**src/rtl/cfg_addr_filter.sv**
```systemverilog
`timescale 1ns/1ps
module cfg_addr_filter #(
  parameter int BUS_W    = 8,
  parameter int DEVFN_W  = 8,
  parameter int REG_W    = 12,
  parameter int DATA_W   = 32,
  parameter int STAT_W   = 32,
  parameter int LINK_BIT = 4,
  localparam int DEVFN_SH = REG_W,
  localparam int BUS_SH   = REG_W + DEVFN_W,
  localparam int OFF_W    = BUS_SH + BUS_W
) (
  input  logic              clk,
  input  logic              rst_n,
  input  logic              root_load,
  input  logic [BUS_W-1:0]  root_bus_in,
  input  logic [STAT_W-1:0] link_status,
  input  logic              req_valid,
  input  logic              req_write,
  input  logic [BUS_W-1:0]  req_bus,
  input  logic [DEVFN_W-1:0] req_devfn,
  input  logic [REG_W-1:0]  req_reg,
  input  logic [DATA_W-1:0] req_wdata,
  output logic              mem_en,
  output logic              mem_we,
  output logic [OFF_W-1:0]  mem_addr,
  output logic [DATA_W-1:0] mem_wdata,
  input  logic [DATA_W-1:0] mem_rdata,
  output logic              rsp_valid,
  output logic              rsp_blocked,
  output logic [DATA_W-1:0] rsp_rdata
);

  logic [BUS_W-1:0] root_q;
  logic             wr_q;
  logic             on_root, link_up, misaligned, reject;
  logic             unused_stat;

  assign unused_stat = ^link_status;
  assign on_root     = (req_bus == root_q);
  assign link_up     = link_status[LINK_BIT];
  assign misaligned  = |req_reg[1:0];
  assign reject      = misaligned | (on_root ? (req_devfn != '0) : !link_up);

  always_ff @(posedge clk) begin
    if (!rst_n) root_q <= '0;
    else if (root_load) root_q <= root_bus_in;
  end

  always_ff @(posedge clk) begin
    if (!rst_n) begin
      rsp_valid   <= 1'b0;
      rsp_blocked <= 1'b0;
      wr_q        <= 1'b0;
      mem_addr    <= '0;
      mem_wdata   <= '0;
    end else begin
      rsp_valid <= req_valid;
      if (req_valid) begin
        rsp_blocked <= reject;
        wr_q        <= req_write;
        mem_addr    <= (OFF_W'(req_bus) << BUS_SH) | (OFF_W'(req_devfn) << DEVFN_SH) | OFF_W'(req_reg);
        mem_wdata   <= req_wdata;
      end
    end
  end

  assign mem_en    = rsp_valid & ~rsp_blocked;
  assign mem_we    = mem_en & wr_q;
  assign rsp_rdata = rsp_blocked ? '1 : mem_rdata;

  p_offset_r1: assert property (@(posedge clk) disable iff (!rst_n)
    req_valid |=> mem_addr == {$past(req_bus), $past(req_devfn), $past(req_reg)});
  p_root_devfn_r2: assert property (@(posedge clk) disable iff (!rst_n)
    req_valid && !root_load && req_bus == root_q && req_devfn != '0 |=> rsp_blocked);
  p_link_down_r4: assert property (@(posedge clk) disable iff (!rst_n)
    req_valid && req_bus != root_q && !link_status[LINK_BIT] |=> rsp_blocked && !mem_en);
  p_blocked_read_r5: assert property (@(posedge clk) disable iff (!rst_n)
    rsp_valid && rsp_blocked |-> rsp_rdata == '1 && !mem_en);
  p_no_write_r6: assert property (@(posedge clk) disable iff (!rst_n)
    mem_we |-> mem_en && rsp_valid);
  p_one_rsp_r8: assert property (@(posedge clk) disable iff (!rst_n)
    req_valid |=> rsp_valid);
  p_no_rsp_r8: assert property (@(posedge clk) disable iff (!rst_n)
    !req_valid |=> !rsp_valid);
  p_misalign_r9: assert property (@(posedge clk) disable iff (!rst_n)
    req_valid && (|req_reg[1:0]) |=> rsp_blocked);

endmodule

```
**config.mk**
```make
export PLATFORM = sky130hd
export DESIGN_NAME = cfg_addr_filter
export DESIGN_NICKNAME = d
export VERILOG_FILES = /design/src/rtl/cfg_addr_filter.sv
export SDC_FILE = /design/constraint.sdc
export NUM_CORES = 1
export LEC_CHECK = 0
export BUFFER_PORTS_ARGS = -buffer_cell sky130_fd_sc_hd__buf_2
export CAP_MARGIN = 20
export CORE_MARGIN = 3
export CORE_UTILIZATION = 43
export CTS_BUF_LIST = sky130_fd_sc_hd__clkbuf_8 sky130_fd_sc_hd__clkbuf_16
export DETAILED_ROUTE_END_ITERATION = 8
export PLACE_DENSITY_LB_ADDON = 0.15
export SYNTH_ARGS = -nofsm -noshare
export SYNTH_HDL_FRONTEND = slang
export SYNTH_SLANG_ARGS = --single-unit
export TNS_END_PERCENT = 20
```
**constraint.sdc**
```tcl
create_clock -name clk -period 3 [get_ports clk]
set_clock_uncertainty 0.1 [all_clocks]
set_input_delay 0.75 -clock clk [delete_from_list [all_inputs] [get_ports clk]]
set_output_delay 0.75 -clock clk [all_outputs]
set_load 0.05 [all_outputs]
```
=== Yosys cells after proc, flatten, opt, wreduce, memory -nomap -nowiden ===
Cells that the tools add are included.

* Bits of input ports: 137
* Word-level logic and storage cells: 18
* Output and inout bits: 96
* Register bits: 71

* Reduce and logical (&&, ||, !) cells: 3
* Bitwise gates (word level): 6
* Mux-type cells: 2
* Equality and inequality tests: 1

{| class="wikitable"
|+ Operators by type and width
! cell !! count
|-
| $mux W32 || 1
|-
| $or A28 B12 Y28 || 1
|-
| $or A28 B20 Y28 || 1
|-
| $eq A8 B8 Y1 || 1
|-
| $reduce_bool A8 Y1 || 1
|-
| $and A1 B1 Y1 || 2
|-
| $reduce_or A2 Y1 || 1
|-
| $logic_not A1 Y1 || 1
|-
| $mux W1 || 1
|-
| $not A1 Y1 || 1
|-
| $or A1 B1 Y1 || 1
|}

=== Depth between registers and ports, before layout ===
Gate-level depths: netlist (run 1).

* Depth in word-level cells: 3
* Depth in mapped cells: 5

=== Least setup slack after synthesis (run 1) ===
No wires, ideal clock.

* Path type: register to output
* From: register rsp_valid
* To: output port mem_we
* Path buffers: 0
* Arrival: 1.958 ns
* Setup slack: 0.192 ns
* Cell stages (with the launch flop): 3
* Path through: dfxtp_1 nor2b_1 and2_1

* Cells in the longest elaborated chain, start to end: 2

{| class="wikitable"
|+ RTL lines
! element !! RTL line !! text
|-
| from (decl) || 29 || <nowiki>output logic rsp_valid,</nowiki>
|-
| from (signal assigned) || 58 || <nowiki>rsp_valid <= req_valid;</nowiki>
|-
| $and A1 B1 Y1 || 68 || <nowiki>assign mem_en = rsp_valid & ~rsp_blocked;</nowiki>
|-
| via mem_en || 24 || <nowiki>output logic mem_en,</nowiki>
|-
| $and A1 B1 Y1 || 69 || <nowiki>assign mem_we = mem_en & wr_q;</nowiki>
|-
| to (decl) || 25 || <nowiki>output logic mem_we,</nowiki>
|}

The timed path passes the listed nets, and every way through them passes these cells.

=== Worst setup path after layout (run 1) ===
* From: register rsp_blocked
* To: output port mem_we

* Cells in the longest elaborated chain, start to end: 3

{| class="wikitable"
|+ RTL lines
! element !! RTL line !! text
|-
| from (decl) || 30 || <nowiki>output logic rsp_blocked,</nowiki>
|-
| from (signal assigned) || 60 || <nowiki>rsp_blocked <= reject;</nowiki>
|-
| $not A1 Y1 || 68 ||
|-
| $and A1 B1 Y1 || 68 ||
|-
| $and A1 B1 Y1 || 69 ||
|}

No other way between the ends.

==> results of run 1 <==
==> flip-flops by register name, summed over array words and instances, names as in the netlist <==
name,cells
rsp_blocked,1
mem_wdata,32
mem_addr,28
root_q,8
wr_q,1
rsp_valid,1
==> power by group through the flow <==
stage                     clock network [uW]  registers (uW)  logic (uW)
after CTS                                775            1030         626
after floorplan                            0            1220         286
after detailed placement                   0            1050         625
after global placement                     0            1050         619
final                                    750            1030         621
after global routing                     821            1040         659
==> cell usage after synthesis, types with 2 or more instances <==
master and count:
nand4_1 3, and2_1 2, dfxtp_1 71, clkbuf_1 10
mux2i_1 69, nor4_1 2, or2_2 2, xnor2_1 8
buf_6 6, nor2b_1 70, or2_1 30
==> critical path, cell delays in order, from the launching register on <==
cell and delay, ps:
dfxtp_1 860, nor2b_1 110, and2_1 180, buf_2 200
==> placed cells by master, fill, tap and decap left out <==
cell | netlist | final
nor3_2 | 1 | 1
dfxtp_1 | 71 | 71
buf_2 | 1 | 200
inv_1 | 0 | 1
nor4_1 | 2 | 2
buf_12 | 0 | 1
buf_4 | 1 | 4
nor2b_1 | 70 | 70
clkbuf_8 | 0 | 10
or2_2 | 2 | 2
and2_1 | 2 | 2
nor3b_2 | 1 | 1
o2111ai_1 | 1 | 1
clkinvlp_4 | 0 | 3
bufinv_16 | 0 | 1
o21ai_1 | 1 | 1
xnor2_1 | 8 | 8
nand4_1 | 3 | 3
or2_1 | 30 | 30
clkinv_2 | 0 | 1
mux2i_1 | 69 | 69
nor2_1 | 1 | 1
==> worst max path at each step <==
| stage | start | endpoint | cells past startpoint |
|---|---|---|---|
| after CTS | rsp_blocked$_SDFFE_PN0P_ | mem_we | 3 |
| final | rsp_blocked$_SDFFE_PN0P_ | mem_we | 3 |
| after floorplan | rsp_valid$_SDFF_PN0_ | mem_we | 2 |
| after global routing | rsp_blocked$_SDFFE_PN0P_ | mem_we | 3 |
| after global placement | rsp_blocked$_SDFFE_PN0P_ | mem_we | 3 |
| after detailed placement | rsp_blocked$_SDFFE_PN0P_ | mem_we | 3 |
==> layer usage <==
| layer | track usage (%) | wire, um | vias up |
|---|---|---|---|
| met5 | 0 | 0 | - |
| met4 | 6.90 | 93 | 0 |
| met3 | 7.60 | 652 | 10 |
| met2 | 31.5 | 3620 | 102 |
| met1 | 23.4 | 3360 | 1138 |
| li1 | - | - | 1318 |
==> cell type report <==
class,instances,area (um^2),share of cell area [%]
Multi-Input combinational cell,191,1480,34.7
Timing Repair Buffer,205,1050,24.6
Clock buffer,10,138,3.22
Clock inverter,6,61.3,1.44
Tap cell,93,116,2.72
Sequential cell,71,1420,33.3
==> through the flow <==
step | hold slack, ps | setup WS [ps] | util [%]
finish | 412 | 454 | 65.0
global route | 447 | 288 | 65.0
CTS | 419 | 429 | 65.0
detailed placement | 398 | 804 | 62.0
global placement | 390 | 834 | 62.0
floorplan | 374 | 192 | -
==> kinds of logic after synthesis <==
family,Yosys count
buf+inv,18
flops,71
simple gates,112
xor+xnor,8
compound gates,2
mux,69
==> out/metrics.csv, run 1 <==
metric,value,unit
outcome,finished clean,
p_int,1600,uW
hold_viol_final,0,
period_needed,2550,ps
combPwrFrac,25.8,%
synth_top_area_share,47.0,%
path_class,reg -> out,
cts_resized,0,
rsz0062_at_grt,false,
cts_tree,yes,
synth_fa_ha_area_share,0,%
antenna_found_initial,0,
cts-hold-fix-buffers,0,
h-tree-depth,3,
r2r_slack,1650,ps
drt_wl_total,7730,um
switching_share,33.4,%
ioPinCount,233,
synth-compound-area-share,0.455,%
gr-total-overflow,0,
grt_pass1_wl,12800,um
crit_path_start_kind,flip-flop,
sequentialPowerShare,43.0,%
path_clk_slew,70,ps
synthSimpleGateAreaFrac,23.4,%
root_buffer,clkbuf_8,
vias,2568,
arrival,1700,ps
synth-edff-count,0,
nets,615,
tightest_slew,822,ps
grt_use_total,19.4,%
synth_mux_area_share,22.9,%
syn_area,3020,um^2
fillers,580,
r2r-start,rsp_blocked$_SDFFE_PN0P_,
async_reset_ff_share,0,%
syn_inst,280,
reg2reg_depth,2,
power_density,563,nW/um^2
area_growth,41.3,%
cts_setup_buffers,0,
placed_area,4070,um^2
fin_tns_setup,0,ps
finalInstanceArea,4270,um^2
critPathMaxFanout,35,
critPathRequiredTime,2150,ps
grt_max_degree,41,
clock_latency,340,ps
fin_crit_sh,84.9,%
fmaxAchievable,0.393,GHz
die_area,8070,um^2
fin_total_pwr,2400,uW
start_util,46.0,%
synth_xor_area_share,2.32,%
stdcell_count,576,
hold_path.class,reg -> reg,
ys.flop_type,dfxtp_1,
vias_per_cell,4.46,
cts_buffers,9,
die_x,89.8,um
rows,29,
slew_viol_final,0,
dpl.cell_count,560,
end_kind,output pin,
yosys-top-cells-area,"dfxtp_1, mux2i_1, nor2b_1",
drtIter0Drc,57,
synth_top_family_by_area,simple AND/OR/NAND/NOR gates,
yosysWarnings,0,
power.switching,804,uW
ys_seq_area_share,47.0,%
clock_path_buffers,2,
yosysUniqueCellTypes,18,
dr.pass1.iters,4,
min_delay_path_depth,2,
ys_ff_latch,71,
ant_nets,0,
synth_nets,417,
synth.avg_cell_area,10.8,um^2
coreArea,6570,um^2
setup_viol,0,
drive_gt1_share,46.4,%
drc,0,
maxCapViolCount,0,
io_buffers,201,
grt_pass1_vias,2613,
dieHeight,89.8,um
relSlewSlack,45.1,%
yosysTopAreaCell,dfxtp_1,
clkPwrFrac,31.2,%
cts.sinks,71,
rr_endpoint,rsp_blocked$_SDFFE_PN0P_,
diodes,0,
hp-start,mem_addr[5]$_SDFFE_PN0P_,
holdPathEnd,mem_addr[5]$_SDFFE_PN0P_,
wl_per_cell,13.4,um
hpwlAfterDp,5890,um
vdd_drop_max,0.380,mV
gp_congestion,0.794,
power.leakage,0.00219,uW
(Power assumes the default switching activity.)
==> inputs of run 2 (changes only) <==
- ABC_AREA: default -> 1
- CORE_UTILIZATION: 43 -> 35
- clock period: 3 -> 2.1 ns (I/O delays scaled with it)
==> out/metrics.csv, run 2 <==
metric,value,unit
outcome,finished clean,
coreArea,7770,um^2
synth_nets,512,
yosys-top-cells-area,"dfxtp_1, nor2_1, o21ai_0",
area_growth,43.5,%
yosysUniqueCellTypes,17,
drc,0,
synth_most_common_cell,nor2_1,
dieHeight,95.8,um
yosysTopAreaCell,dfxtp_1,
final_cell_mix,"buf_2, nor2_1, dfxtp_1",
syn_area,2820,um^2
synth_top_area_share,50.3,%
ys.flop_type,dfxtp_1,
highest_layer,met4,
gr-total-overflow,0,
largest_register,mem_wdata,
wl_per_cell,13.2,um
ys_ff_latch,71,
clock_path_buffers,2,
met1Wirelength,3350,um
cts_resized,0,
ioPinCount,233,
pre_cts_ws,361,ps
met3_length,955,um
hold_path.class,in -> reg,
vias_per_cell,4.50,
vias,3040,
path_class,reg -> out,
drt_wl_total,8890,um
setup_viol,0,
finalWorstSetupSlack,78.9,ps
relSlewSlack,67.6,%
clock_latency,330,ps
finalInstanceArea,4050,um^2
ant_nets,0,
grt_use_total,18.5,%
hold_viol_final,0,
timing.hold.ws,312,ps
arrival,1400,ps
layout_commonest_cell,buf_2,
rsz0062_at_grt,false,
period_needed,2020,ps
power_density,828,nW/um^2
fillers,795,
wl_met2,4450,um
cts_buffers,9,
synth_common_cells,"nor2_1, dfxtp_1, o21ai_0",
antenna_found_initial,0,
critPathRequiredTime,1470,ps
ys_seq_area_share,50.3,%
placed_area,3890,um^2
die_x,95.8,um
end_kind,output pin,
synth-edff-count,0,
root_buffer,clkbuf_8,
slew_viol_final,0,
cts_tree,yes,
syn_inst,375,
fin_tns_setup,0,ps
synth.avg_cell_area,7.53,um^2
die_area,9180,um^2
path_clk_slew,70,ps
start_util,36.4,%
cts-hold-fix-buffers,0,
dr.pass1.iters,4,
yosysWarnings,0,
grt_pass1_wl,13200,um
hpwlAfterDp,6650,um
async_reset_ff_share,0,%
largest_reg_flops,32,
tightest_slew,486,ps
cts_setup_buffers,0,
fmaxAchievable,0.495,GHz
drtIter0Drc,59,
cts.sinks,71,
vdd_drop_max,0.386,mV
grt_max_degree,53,
biggestRegsByFlops,"mem_wdata (32), mem_addr (28), root_q (8)",
fin_crit_sh,96.2,%
gp_congestion,0.801,
crit_path_start_kind,flip-flop,
diodes,0,
maxCapViolCount,0,
io_buffers,201,
nets,706,
drive_gt1_share,45.4,%
power.leakage,0.00214,uW
rows,32,
critPathMaxFanout,35,
grt_pass1_vias,2851,
h-tree-depth,3,
[run 2: cell types whose count changed after synthesis, sizes merged, moves of 3 or more]
cell,change
nor2b,-70
mux2i,-69
inv,+18
nor2,+114
buf,+13
clkbuf,-7
nand2,+21
xnor2,-4
nand4,-3
o21ai,+69
a21oi,+15
[run 2: critical path: stages, from the launching register on]
cell	delay, ps
dfxtp_1	310
buf_4	210
or2_2	320
buf_2	220
[run 2: power by group]
part / internal, uW / switching, uW / total, uW
combinational: 258 / 689 / 948
clock: 444 / 481 / 925
sequential: 1440 / 43.2 / 1480
[run 2: path summary, 6_finish.rpt]
path | start | end | slack, ps | depth (start not counted)
worst max register to register | root_q[5]$_SDFFE_PN0P_ | rsp_blocked$_SDFFE_PN0P_ | 1010 | 8
worst min register to register | root_q[7]$_SDFFE_PN0P_ | root_q[7]$_SDFFE_PN0P_ | 370 | 2
worst max-delay path | rsp_blocked$_SDFFE_PN0P_ | rsp_rdata[27] | 80 | 3
worst min-delay path | req_reg[10] | mem_addr[10]$_SDFFE_PN0P_ | 310 | 3
[run 2: kinds of logic after synthesis]
group	share of synthesized area, %
AND/OR/NAND/NOR	26.3
AO/OA/AOI/OAI	15.1
flip-flops	50.3
buffers and inverters	7.04
XOR/XNOR	1.24
[run 2: layer usage]
metal  track usage [%]  vias to the layer above
li1                  -                     1574
met1              19.7                     1320
met2              34.2                      135
met3              5.71                       11
met4              6.75                        0
met5                 0                        -
[run 2: metrics by stage]
stage,cells,utilization (%),power (uW)
after global routing,675,52.2,3530
after floorplan,375,-,2200
after global placement,660,50.1,2460
final,675,52.2,3360
after detailed placement,660,50.1,2470
after CTS,675,52.2,3410
[run 2: layout make-up]
| type | instances | area, um^2 | share of cell area [%] |
|---|---|---|---|
| clock buffer | 10 | 138 | 3.40 |
| clock inverter | 5 | 26.3 | 0.648 |
| inverter | 18 | 67.6 | 1.67 |
| multi-input combinational | 262 | 1210 | 29.8 |
| sequential | 71 | 1420 | 35.1 |
| tap | 102 | 128 | 3.15 |
| timing repair buffer | 207 | 1060 | 26.2 |
==> inputs of run 3 (changes only) <==
- BUFFER_PORTS_ARGS: -buffer_cell sky130_fd_sc_hd__buf_2 -> default
- CORE_AREA: default -> 3 3 89 91
- CORE_MARGIN: 3 -> default
- CORE_UTILIZATION: 35 -> default
- DIE_AREA: default -> 0 0 92 94
- DONT_BUFFER_PORTS: default -> 1
- SLEW_MARGIN: default -> 40
==> out/metrics.csv, run 3 (synthesis gave the netlist of run 2 again) <==
metric,value,unit
crit_path_start_kind,flip-flop,
rsz0062_at_grt,false,
cts_buffers,9,
stdcell_count,476,
die_x,92,um
cts.sinks,71,
die_area,8650,um^2
nets,510,
fin_tns_setup,0,ps
fin_total_pwr,3300,uW
rows,31,
antenna_found_initial,0,
cts_tree,yes,
reg2reg_depth,2,
fmaxAchievable,0.504,GHz
vdd_drop_max,0.405,mV
gr-total-overflow,0,
grt_pass1_wl,11400,um
final_cell_mix,"nor2_1, dfxtp_1, o21ai_0",
largest_reg_flops,32,
clock_path_buffers,2,
outcome,finished clean,
path_clk_slew,70,ps
hold_viol_final,0,
wl_met2,3690,um
vias_per_cell,4.92,
grt_max_degree,74,
root_buffer,clkbuf_8,
setup_viol,0,
timing.hold.ws,182,ps
start_util,39.1,%
vias,2341,
diodes,0,
io_buffers,0,
min_delay_path_depth,1,
dieHeight,94,um
grt_use_total,16.9,%
relSlewSlack,60.0,%
drt_wl_total,7580,um
critPathMaxFanout,35,
grt_pass1_vias,2215,
maxCapViolCount,0,
met3_length,874,um
h-tree-depth,3,
biggestRegsByFlops,"mem_wdata (32), mem_addr (28), root_q (8)",
tightest_slew,599,ps
wl_per_cell,15.9,um
fin_crit_sh,94.6,%
dpl.cell_count,461,
period_needed,1990,ps
end_kind,output pin,
gp_congestion,0.721,
hpwlAfterDp,5370,um
drtIter0Drc,80,
arrival,1360,ps
path_class,reg -> out,
power_density,1040,nW/um^2
cts_resized,0,
drc,0,
coreArea,7210,um^2
hold_path.class,in -> reg,
met1Wirelength,2890,um
highest_layer,met4,
ioPinCount,233,
cts-hold-fix-buffers,0,
slew_viol_final,0,
dr.pass1.iters,4,
cts_setup_buffers,0,
critPathRequiredTime,1470,ps
drive_gt1_share,17.0,%
area_growth,12.5,%
power.leakage,0.00137,uW
layout_commonest_cell,nor2_1,
clock_latency,340,ps
largest_register,mem_wdata,
ant_nets,0,
-- run 3: changes by cell type in the layout (fill, tap and decap cells not counted), sizes merged --
cell	delta
buf	-196
clkbuf	+1
bufinv	+1
clkinv	-2
-- run 3: report_power, final --
group          internal, uW  switching [uW]
sequential             1440             338
combinational           138             305
clock                   600             475
total                  2180            1120
-- run 3: worst paths after layout --
kind,from,to,slack [ps]
max,rsp_blocked$_SDFFE_PN0P_,rsp_rdata[22],110
min,req_valid,mem_addr[20]$_SDFFE_PN0P_,180
max reg2reg,mem_addr[12]$_SDFFE_PN0P_,mem_addr[12]$_SDFFE_PN0P_,1000
min reg2reg,root_q[0]$_SDFFE_PN0P_,root_q[0]$_SDFFE_PN0P_,370
-- run 3: stage by stage --
step | area, um^2 | utilization [%] | setup WS, ps
final | 3180 | 44.0 | 114
after global routing | 3180 | 44.0 | 47.5
after CTS | 3180 | 44.0 | 86.5
after detailed placement | 2980 | 41.3 | 463
after global placement | 2980 | 41.3 | 480
after floorplan | 2830 | - | 35.8
-- run 3: metal layers --
layer | track usage, % | up-vias
met5 | 0 | -
met4 | 7.18 | 0
met3 | 7.53 | 11
met2 | 28.0 | 125
met1 | 18.9 | 1028
li1 | - | 1177
-- run 3: area by class of cell --
class,instances,area [um^2]
Multi-Input combinational cell,262,1210
Sequential cell,71,1420
Tap cell,99,124
Inverter,18,67.6
Timing Repair Buffer,11,158
Fill cell,755,4040
Clock inverter,4,46.3
Clock buffer,11,151
-- run 3: critical path, cell delays in order, from the launching register on --
cell	delay (ps)
dfxtp_1	310
buf_4	200
or2_2	350
buf_12	160
